`src/rtl/scan_chain_pkg.sv`:
```
package scan_chain_pkg;

  // Strobes from the control decode to the cell datapath
  typedef struct packed {
    logic shiftSel;   // mux select: 1 = serial neighbour, 0 = functional bit
    logic holdOut;    // present held copy on the logic-side bus
    logic loadHold;   // refresh the held copy with the captured value
  } scanStrobe_t;

  function automatic int unsigned countOnes(input logic [63:0] vec, input int unsigned width);
    int unsigned total;
    total = 0;
    for (int unsigned k = 0; k < width; k++) begin
      total += vec[k];
    end
    return total;
  endfunction

endpackage

```
`src/rtl/scan_chain_ctrl.sv`:
```
module scan_chain_ctrl
  import scan_chain_pkg::*;
#(
  parameter bit LOW_POWER = 1'b1
) (
  input  logic        scanEn,
  output scanStrobe_t strobe
);

  always_comb begin
    strobe.shiftSel = scanEn;
    strobe.loadHold = ~scanEn;
  end

  generate
    if (LOW_POWER) begin : g_gated
      always_comb strobe.holdOut = scanEn;
    end else begin : g_plain
      always_comb strobe.holdOut = 1'b0;
    end
  endgenerate

endmodule

```
`src/rtl/scan_chain_datapath.sv`:
```
module scan_chain_datapath
  import scan_chain_pkg::*;
#(
  parameter int CHAIN_LEN = 3
) (
  input  logic                 clk,
  input  logic                 rstN,
  input  scanStrobe_t          strobe,
  input  logic                 scanIn,
  input  logic [CHAIN_LEN-1:0] funcD,
  output logic [CHAIN_LEN-1:0] logicOut,
  output logic                 scanOut
);

  localparam int LAST = CHAIN_LEN - 1;

  logic [CHAIN_LEN-1:0] ffQ;
  logic [CHAIN_LEN-1:0] ffNext;
  logic [CHAIN_LEN-1:0] heldQ;
  logic [CHAIN_LEN-1:0] serialIn;

  generate
    for (genvar i = 0; i < CHAIN_LEN; i++) begin : g_cell
      if (i == 0) begin : g_head
        assign serialIn[i] = scanIn;
      end else begin : g_link
        assign serialIn[i] = ffQ[i-1];
      end

      assign ffNext[i] = strobe.shiftSel ? serialIn[i] : funcD[i];

      always_ff @(posedge clk or negedge rstN) begin
        if (!rstN) begin
          ffQ[i]   <= 1'b0;
          heldQ[i] <= 1'b0;
        end else begin
          ffQ[i] <= ffNext[i];
          if (strobe.loadHold) heldQ[i] <= ffNext[i];
        end
      end

      assign logicOut[i] = strobe.holdOut ? heldQ[i] : ffQ[i];

      if (i > 0) begin : g_link_chk

        shift_link_chk: assert property (@(posedge clk) disable iff (!rstN)
          strobe.shiftSel |=> ffQ[i] == $past(ffQ[i-1]));
      end
    end
  endgenerate

  assign scanOut = ffQ[LAST];


  shift_head_chk: assert property (@(posedge clk) disable iff (!rstN)
    strobe.shiftSel |=> ffQ[0] == $past(scanIn));


  capture_load_chk: assert property (@(posedge clk) disable iff (!rstN)
    !strobe.shiftSel |=> ffQ == $past(funcD));


  frozen_bus_chk: assert property (@(posedge clk) disable iff (!rstN)
    (strobe.holdOut && $past(strobe.holdOut)) |-> $stable(logicOut));

endmodule

```
`src/rtl/toggle_counter.sv`:
```
module toggle_counter
  import scan_chain_pkg::*;
#(
  parameter int WIDTH = 3,
  parameter int CNT_W = 16
) (
  input  logic             clk,
  input  logic             rstN,
  input  logic [WIDTH-1:0] busVal,
  output logic [CNT_W-1:0] count
);

  logic [WIDTH-1:0] prevQ;
  logic [63:0]      diffVec;
  logic [CNT_W-1:0] stepVal;

  always_comb begin
    diffVec = '0;
    diffVec[WIDTH-1:0] = busVal ^ prevQ;
    stepVal = CNT_W'(countOnes(diffVec, WIDTH));
  end

  always_ff @(posedge clk or negedge rstN) begin
    if (!rstN) begin
      prevQ <= '0;
      count <= '0;
    end else begin
      prevQ <= busVal;
      count <= count + stepVal;
    end
  end


  step_bound_chk: assert property (@(posedge clk) disable iff (!rstN)
    1'b1 |=> (count - $past(count)) <= CNT_W'(WIDTH));

endmodule

```
`src/rtl/lowpwr_scan_chain.sv`:
```
module lowpwr_scan_chain
  import scan_chain_pkg::*;
#(
  parameter int CHAIN_LEN = 3,
  parameter bit LOW_POWER = 1'b1,
  parameter int CNT_W     = 16
) (
  input  logic                 clk,
  input  logic                 rstN,
  input  logic                 scanEn,
  input  logic                 scanIn,
  input  logic [CHAIN_LEN-1:0] funcD,
  output logic [CHAIN_LEN-1:0] logicOut,
  output logic                 scanOut,
  output logic [CNT_W-1:0]     toggleCnt
);

  scanStrobe_t strobe;

  scan_chain_ctrl #(.LOW_POWER(LOW_POWER)) u_ctrl (
    .scanEn (scanEn),
    .strobe (strobe)
  );

  scan_chain_datapath #(.CHAIN_LEN(CHAIN_LEN)) u_path (
    .clk      (clk),
    .rstN     (rstN),
    .strobe   (strobe),
    .scanIn   (scanIn),
    .funcD    (funcD),
    .logicOut (logicOut),
    .scanOut  (scanOut)
  );

  toggle_counter #(.WIDTH(CHAIN_LEN), .CNT_W(CNT_W)) u_count (
    .clk    (clk),
    .rstN   (rstN),
    .busVal (logicOut),
    .count  (toggleCnt)
  );

endmodule

```
`config.mk`:
```
export PLATFORM = sky130hd
export DESIGN_NAME = lowpwr_scan_chain
export DESIGN_NICKNAME = d
export VERILOG_FILES = /design/src/rtl/scan_chain_pkg.sv /design/src/rtl/scan_chain_ctrl.sv /design/src/rtl/scan_chain_datapath.sv /design/src/rtl/toggle_counter.sv /design/src/rtl/lowpwr_scan_chain.sv
export SDC_FILE = /design/constraint.sdc
export NUM_CORES = 1
export LEC_CHECK = 0
export BUFFER_PORTS_ARGS = -buffer_cell sky130_fd_sc_hd__buf_4
export CORE_MARGIN = 8
export CORE_UTILIZATION = 29
export DETAILED_ROUTE_END_ITERATION = 10
export SLEW_MARGIN = 10
export SYNTH_ARGS = -nofsm -noshare
export SYNTH_HDL_FRONTEND = slang
export SYNTH_SLANG_ARGS = --single-unit
```
`constraint.sdc`:
```
create_clock -name clk -period 3.15 [get_ports clk]
set_input_delay 0 -clock clk [delete_from_list [all_inputs] [get_ports clk]]
set_output_delay 0 -clock clk [all_outputs]
set_load 0.05 [all_outputs]
```
* Word level (Yosys, flattened, before mapping)
Cells that the tools add are included.
** Cells by class
- Bitwise gates (word level) :: 1
- Muxes and demuxes :: 6
- Add/sub/neg operators :: 3
** Operators with widths (count)
- $add A16 B1 Y16 :: 1
- $add A16 B16 Y16 :: 1
- $mux W1 :: 6
- $xor A3 B3 Y3 :: 1
- $add A1 B1 Y2 :: 1
** Word-level totals
- Output and inout bits :: 20
- Bits of input ports :: 7
- Flip-flop bits (word level) :: 25

* Logic depth before layout (Yosys ltp)
Gate-level depths: netlist (run 1).
- Depth after elaboration :: 5
- Depth in mapped cells :: 12
- Gate-level depth less buffers :: 11

* Hierarchy
Synthesis (run 1) repeated with hierarchy kept, for this count alone.
** Unflattened totals
- Cells, all modules :: 82
- Area, all modules :: 1141.1 µm²
** Modules (own cells, without submodules)
- toggle_counter :: area each 859.6 µm², cells an instance 64, instances 1
- scan_chain_datapath :: area each 262.8 µm², cells an instance 15, instances 1
- scan_chain_ctrl :: area each 18.8 µm², cells an instance 3, instances 1

* Least setup slack after synthesis (run 1)
Ideal clock, no wire load.
- Path type :: flip-flop to flip-flop
- Start point :: reg u_path.ffQ[2] (netlist: u_path.scanOut)
- End point :: reg u_count.count[12]
- Stages on the path, launching flop included :: 11
- Setup slack :: -522 ps
- Required time :: 3008 ps
- Arrival time :: 3530 ps
- Path through :: dfrtp_1 -> inv_1 -> o21ai_0 -> xor2_1 -> fa_1 -> inv_1 -> fa_1 -> nand3b_1 -> nor3_2 -> nand3_1 -> xnor2_1
** Between the ends
- Word-level cells in the longest chain between the ends :: 4
** Ends and longest elaborated chain
- start, declared :: line scan_chain_datapath.sv:17 : logic [CHAIN_LEN-1:0] ffQ;
- start signal, assigned by index :: line scan_chain_datapath.sv:37 : ffQ[i] <= ffNext[i];
- $mux W1 :: line scan_chain_datapath.sv:42 : assign logicOut[i] = strobe.holdOut ? heldQ[i] : ffQ[i];
- named net logicOut[2] :: line lowpwr_scan_chain.sv:13 : output logic [CHAIN_LEN-1:0] logicOut,
- $xor A3 B3 Y3 :: line toggle_counter.sv:19 : diffVec[WIDTH-1:0] = busVal ^ prevQ;
- $add A16 B1 Y16 :: line scan_chain_pkg.sv:14 : total += vec[k];
- $add A16 B16 Y16 :: line toggle_counter.sv:29 : count <= count + stepVal;
- end signal, assigned :: line toggle_counter.sv:29
- end, declared :: line toggle_counter.sv:10 : output logic [CNT_W-1:0] count
The timed path passes the listed nets, and every way through them passes these cells.
A chain may end at the register's enable or synchronous reset.

* Worst setup path after layout (run 1)
- Start point :: reg u_path.heldQ[1]
- End point :: reg u_count.count[14]
** Between the ends
- Word-level cells in the longest chain between the ends :: 5
** Ends and longest elaborated chain
- start, declared :: line scan_chain_datapath.sv:19 : logic [CHAIN_LEN-1:0] heldQ;
- start signal, assigned by index :: line scan_chain_datapath.sv:38 : if (strobe.loadHold) heldQ[i] <= ffNext[i];
- $mux W1 :: line scan_chain_datapath.sv:42
- $xor A3 B3 Y3 :: line toggle_counter.sv:19
- $add A1 B1 Y2 :: line scan_chain_pkg.sv:14
- $add A16 B1 Y16 :: line scan_chain_pkg.sv:14
- $add A16 B16 Y16 :: line toggle_counter.sv:29
Every way passes these cells.

==> flow_metrics.py, run 1 <==
metrics = {
    "status": {
        "status": "finished clean",
    },
    "drt": {
        "vias": 769,
        "vias_per_cell": 4.30,
        "drt-pass1-iter-count": 3,
        "drt.antenna.violating_nets": 0,
        "wl_per_cell_um": 12.1,
        "drt-total-wl_um": 2170,
        "first_iter_violations": 24,
        "drc": 0,
    },
    "final_layout": {
        "multi_input_area_um2": 443,
        "layout-drive-gt1-share": 0.290,
        "finalNetCount": 143,
        "regArea_um2": 626,
        "area_delta_synth_final_pct": 33.7,
        "antenna_cells": 0,
        "final_util": 0.403,
        "n_fill_cell": 375,
    },
    "synth": {
        "synthFlopType": "dfrtp_1",
        "synth-edff-count": 0,
        "async_flop_share": 1.00,
        "netlist.area_leader.share": 0.571,
        "synth.area.top_cells": "dfrtp_1 (57%), xor2_1 (9.6%), nand2_1 (5.5%)",
        "synth_seq_cells": 25,
        "netlist_instances": 96,
        "synth.largest_area_cell": "dfrtp_1",
        "postSynthAreaPerCell_um2": 11.4,
        "yosys-top-cells-count": "dfrtp_1 (25), nand2_1 (16), xor2_1 (12)",
        "synth_area_um2": 1090,
        "synth_most_common_cell": "dfrtp_1",
        "ys_warn_count": 0,
        "yosysUniqueCellTypes": 22,
        "synth_nets": 107,
        "synth-seq-area-share": 0.571,
    },
    "place": {
        "portBuffers": 26,
        "place_congestion": 0.716,
        "dp_hpwl_um": 1660,
        "dp_slack_ns": 0.561,
    },
    "sta": {
        "post-route-min-period_ns": 2.60,
        "slew_headroom": 0.766,
        "finalHoldViolations": 0,
        "fin_skew_ns": 0.00653,
        "setup_viol": 0,
        "finalCritPeriodShare": 0.826,
        "finalWorstSetupSlack_ns": 0.548,
        "worst_pin_slew_ns": 0.350,
        "rsz0062_at_grt": "false",
        "slew_violations": 0,
        "fin_tns_setup_ns": 0,
        "fmax_ghz": 0.384,
    },
    "setup_path": {
        "slowest_stage": "dfrtp_1",
        "crit_arrival_ns": 2.76,
        "cp_max_fo": 3,
        "reg2reg_to": "u_count.count[14]",
        "timing.rr.start": "u_path.heldQ[1]",
        "critPathCaptureType": "flop",
        "cp_data_required_time_ns": 3.31,
        "crit_path_start_kind": "flop",
        "crit_family": "adder cells",
        "reg2reg_depth": 11,
        "reg2reg_slack_ns": 0.55,
        "slowest_delay_ns": 0.39,
        "setup.worst_path.start": "u_path.heldQ[1]",
        "critical_path_class": "reg -> reg",
        "cp_cell_sequence": "nand2_1 -> o21ai_1 -> xor2_1 -> ha_1 -> fa_1 -> inv_1 -> fa_1 -> nand3b_1 -> nor3_2 -> nand3_1 -> xnor2_1",
        "path_buf_inv": 1,
        "crit_top_cell": "fa_1",
    },
    "floorplanning": {
        "initial_core_util": 0.301,
        "die_y_um": 77.4,
        "dieArea_um2": 6000,
        "coreArea_um2": 3630,
        "fp-row-count": 22,
        "io_pins": 27,
        "dieWidth_um": 77.4,
    },
    "cts": {
        "clock_path_buffers": 2,
        "cts_resized": 0,
        "cts_buffers": 3,
        "clk_latency_ns": 0.27,
        "htree_num_levels": 1,
        "cts_sinks": 25,
        "root_buffer": "clkbuf_8",
        "cts_tree": "done",
        "clkTransAtPathRegs_ns": 0.09,
    },
    "grt": {
        "antenna_found_initial": 0,
        "grt_pass1_vias": 778,
        "grt_use_total": 0.0752,
        "grt-ovfl-total": 0,
        "grt_max_degree": 26,
        "grt_first_pass_wirelength_um": 3720,
    },
    "power_and_ir_drop": {
        "power.density_nw_per_um2": 781,
        "p_leak_nw": 0.757,
        "irDropWorstVdd_uv": 441,
    },
    "worst_hold_path": {
        "hold_end": "u_count.prevQ[0]",
        "hold_path.class": "in -> reg",
        "holdPathStages": 2,
        "min_from": "scanEn",
    },
    "flow_run": {
        "drv_cap": 0,
    },
}
## worst reg2reg max path, stage by stage, from the launching register on
cell and delay, ns:
dfrtp_1 0.39, nand2_1 0.08, o21ai_1 0.12, xor2_1 0.17, ha_1 0.31, fa_1 0.19
inv_1 0.06, fa_1 0.39, nand3b_1 0.25, nor3_2 0.29, nand3_1 0.13, xnor2_1 0.14
## area by class of cell
cell class / instances / area share
well taps: 48 / 0.0410
clock inverters: 1 / 0.00598
clock buffers: 3 / 0.0282
multi-input cells: 62 / 0.303
repair buffers: 32 / 0.174
flip-flops and latches: 25 / 0.427
inverters: 8 / 0.0205
## cell usage in the layout (no fill, tap or decap), types with 2 or more instances in the layout
cell and n:
dlygate4sd3_1 6, o21ai_2 2, buf_4 26, nor3_2 3
nand3_1 2, ha_1 2, xnor2_1 5, xor2_1 12
inv_1 8, nand2b_1 3, fa_1 2, nand2_1 16
nor2_1 3, clkbuf_8 3, and3_1 3, dfrtp_1 25
## registers in the layout (all words and copies together) (netlist names)
name	cells
u_count.count	16
u_count.prevQ	3
u_path.ffQ	2
u_path.heldQ	3
u_path.scanOut	1
## through the flow
step / power (mW) / instances / area [um^2] / hold slack, ns
6_report: 1.14 / 179 / 1460 / 0.0110
2_1_floorplan: 0.800 / 96 / 1100 / -0.296
4_1_cts: 1.16 / 179 / 1460 / 0.00852
5_1_grt: 1.22 / 179 / 1460 / 0.0139
3_5_place_dp: 0.955 / 169 / 1350 / -0.0787
3_3_place_gp: 0.942 / 169 / 1350 / -0.0809
## how the worst max path moves through the flow
stage | end | depth (start not counted)
after floorplan | u_count.count[12] | 11
after detailed placement | u_count.count[14] | 11
after global placement | u_count.count[14] | 11
after CTS | u_count.count[14] | 11
after global routing | u_count.count[8] | 11
final | u_count.count[14] | 11
## kinds of logic after synthesis
kind of cell               after synthesis  share of synthesized area
xor gates and xnor gates                17                      0.136
adders and majority gates                4                     0.0594
and+or+nand+nor                         37                      0.184
buffers and inverters                    9                     0.0309
AOI/OAI and AO/OA                        4                     0.0183
DFF                                     25                      0.571
## report_power, final
part	total (mW)	internal (mW)	switching, mW
logic	0.487	0.163	0.324
registers	0.458	0.386	0.0722
clock network	0.198	0.0925	0.106
## routing by layer
metal  part of all wire  vias to the layer above  wire, um  track usage
li1                   -                      375         -            -
met1               0.48                      380      1030       0.0945
met2               0.49                       12      1060        0.119
met3              0.022                        2        47       0.0150
met4              0.016                        0        34       0.0396
met5                  0                        -         0            0
## what timing repair did
action / in CTS / in global routing
endpoints found under the hold margin: 31 / 0
setup buffers: 0 / 0
hold buffers: 6 / 0
(Power assumes the default switching activity.)
==> run 2: changes to the inputs <==
==> constraint.sdc (replaced) <==
create_clock -name clk -period 2.2 [get_ports clk]
set_input_delay 0 -clock clk [delete_from_list [all_inputs] [get_ports clk]]
set_output_delay 0 -clock clk [all_outputs]
set_load 0.05 [all_outputs]
==> run 2 against run 1 <==
The run now ends with negative setup slack left. Fmax is 8.8% higher. Core utilization is 5.1 points higher. Die area stayed put. Clock-buffer cell count unchanged. Register-to-register slack lost 0.74 ns. Critical path depth is the same. Worst setup slack got worse by 0.74 ns. Worst hold slack improved by 0.12 ns. Global-route usage is 0.92 points higher. Flip-flop and latch count unchanged. Combinational power up 66%. Routed wire length is 10% higher.
==> flow_metrics.py, run 2 (same netlist as run 1, synthesis figures left out) <==
metrics = {
    "status": {
        "status": "finished, violations left",
        "violations": "negative setup slack",
    },
    "setup_path": {
        "crit_top_cell": "fa_2",
        "cp_data_required_time_ns": 2.35,
        "cp_max_fo": 3,
        "crit_path_start_kind": "flop",
        "crit_family": "adder cells",
        "crit_arrival_ns": 2.54,
        "slowest_stage": "dfrtp_1",
        "crit_cells": 11,
        "cp_cell_sequence": "nand2_2 -> o21ai_4 -> xor2_1 -> ha_1 -> fa_2 -> inv_2 -> fa_2 -> nand3b_1 -> nor3_2 -> nand3_1 -> xnor2_1",
        "critPathCaptureType": "flop",
        "slowest_delay_ns": 0.38,
        "critical_path_class": "reg -> reg",
        "reg2reg_depth": 11,
        "path_buf_inv": 1,
    },
    "cts": {
        "cts_tree": "done",
        "clock_path_buffers": 2,
        "clkTransAtPathRegs_ns": 0.09,
        "cts_buffers": 3,
        "cts_sinks": 25,
        "root_buffer": "clkbuf_8",
        "htree_num_levels": 1,
        "clk_latency_ns": 0.27,
    },
    "flow_run": {
        "drv_cap": 0,
    },
    "drt": {
        "drt-pass1-iter-count": 4,
        "drt-total-wl_um": 2380,
        "vias_per_cell": 4.28,
        "wl_per_cell_um": 12.1,
        "vias": 843,
        "first_iter_violations": 23,
        "drc": 0,
        "drt.antenna.violating_nets": 0,
    },
    "final_layout": {
        "largest_register_ffs": 16,
        "layout-drive-gt1-share": 0.456,
        "instances_no_fill": 197,
        "reg.largest.list": "u_count.count: 16 flops, u_count.prevQ: 3 flops, u_path.heldQ: 3 flops",
        "final_cell_mix": "buf_4 (44), dfrtp_1 (24), nand2_1 (14), xor2_1 (12), dlygate4sd3_1 (6)",
        "final_util": 0.454,
        "area_delta_synth_final_pct": 50.5,
        "largest_register": "u_count.count",
        "finalNetCount": 161,
        "final_common_cell": "buf_4",
        "antenna_cells": 0,
    },
    "floorplanning": {
        "dieWidth_um": 77.4,
        "initial_core_util": 0.301,
        "io_pins": 27,
        "die_y_um": 77.4,
        "fp-row-count": 22,
        "dieArea_um2": 6000,
        "coreArea_um2": 3630,
    },
    "grt": {
        "antenna_found_initial": 0,
        "grt-ovfl-total": 0,
        "grt_first_pass_wirelength_um": 4090,
        "grt_max_degree": 26,
        "grt_pass1_vias": 889,
        "grt_use_total": 0.0844,
    },
    "sta": {
        "slew_violations": 0,
        "fin_skew_ns": 0.00710,
        "slew_headroom": 0.781,
        "worst_pin_slew_ns": 0.329,
        "finalCritPeriodShare": 1.09,
        "finalHoldViolations": 0,
        "finalWorstSetupSlack_ns": -0.191,
        "setup_viol": 6,
        "post-route-min-period_ns": 2.39,
        "fmax_ghz": 0.418,
        "rsz0062_at_grt": "true",
    },
    "place": {
        "place_inst": 181,
        "portBuffers": 26,
        "place_congestion": 0.744,
        "dp_hpwl_um": 1700,
    },
    "power_and_ir_drop": {
        "power_mw": 1.75,
        "irDropWorstVdd_uv": 963,
        "power.density_nw_per_um2": 1060,
        "p_leak_nw": 0.849,
    },
    "worst_hold_path": {
        "holdPathStages": 4,
        "hold_path.class": "in -> reg",
    },
}
[run 2: cell types whose count changed in the layout (fill, tap and decap cells not counted), moves of 3 or more]
cell	before	now
buf_4	26	44
inv_2	0	4
o21ai_4	0	3
inv_1	8	4
[run 2: area by class of cell]
class,count,area (um^2)
fill,353,1990
sequential,25,627
multi-input combinational,62,494
timing repair buffer,50,390
tap,48,60.1
clock buffer,3,41.3
inverter,8,30.0
clock inverter,1,5.00
[run 2: layer usage]
layer  GRT usage  vias up  part of all wire
met2       0.136       15              0.48
met3      0.0138        5             0.021
li1            -      407                 -
met1       0.102      416              0.47
met4      0.0566        0             0.027
met5           0        -                 0
[run 2: metrics by stage]
step / area [um^2] / hold slack, ns / TNS (ns) / worst slack, ns
after floorplan: 1130 / -0.296 / -2.13 / -0.412
after global placement: 1480 / -0.0790 / -0.570 / -0.165
after detailed placement: 1480 / -0.0773 / -0.744 / -0.206
after CTS: 1640 / 0.139 / -0.953 / -0.201
after global routing: 1650 / 0.155 / -2.17 / -0.324
final: 1650 / 0.135 / -0.800 / -0.191
[run 2: final timing paths]
path,from,endpoint,slack (ns)
max,u_path.heldQ[0],u_count.count[12],-0.19
min,scanEn,u_path.ffQ[1],0.14
max reg2reg,u_path.heldQ[0],u_count.count[12],-0.19
min reg2reg,u_count.count[15],u_count.count[15],0.48
max in group asynchronous,rstN,u_path.scanOut,1.77
min in group asynchronous,rstN,u_path.ffQ[0],0.17
[run 2: report_power, final]
part           total, mW  internal [mW]  switching [mW]
Combinational      0.810          0.319           0.490
Sequential         0.666          0.553           0.113
Clock              0.275          0.127           0.148
[run 2: what timing repair did]
item / CTS / global route
buffers inserted: 6 / 1
hold buffers: 6 / 0
gates resized for setup: 6 / 0
pin swaps: 6 / 4
endpoints found under the setup margin: 11 / 13
hold endpoints to repair: 31 / 0
[run 2: worst reg2reg max path, cell delays in order (launching register included)]
cell	delay, ns
dfrtp_1	0.38
nand2_2	0.09
o21ai_4	0.06
xor2_1	0.15
ha_1	0.31
fa_2	0.21
inv_2	0.04
fa_2	0.32
nand3b_1	0.22
nor3_2	0.21
nand3_1	0.13
xnor2_1	0.15
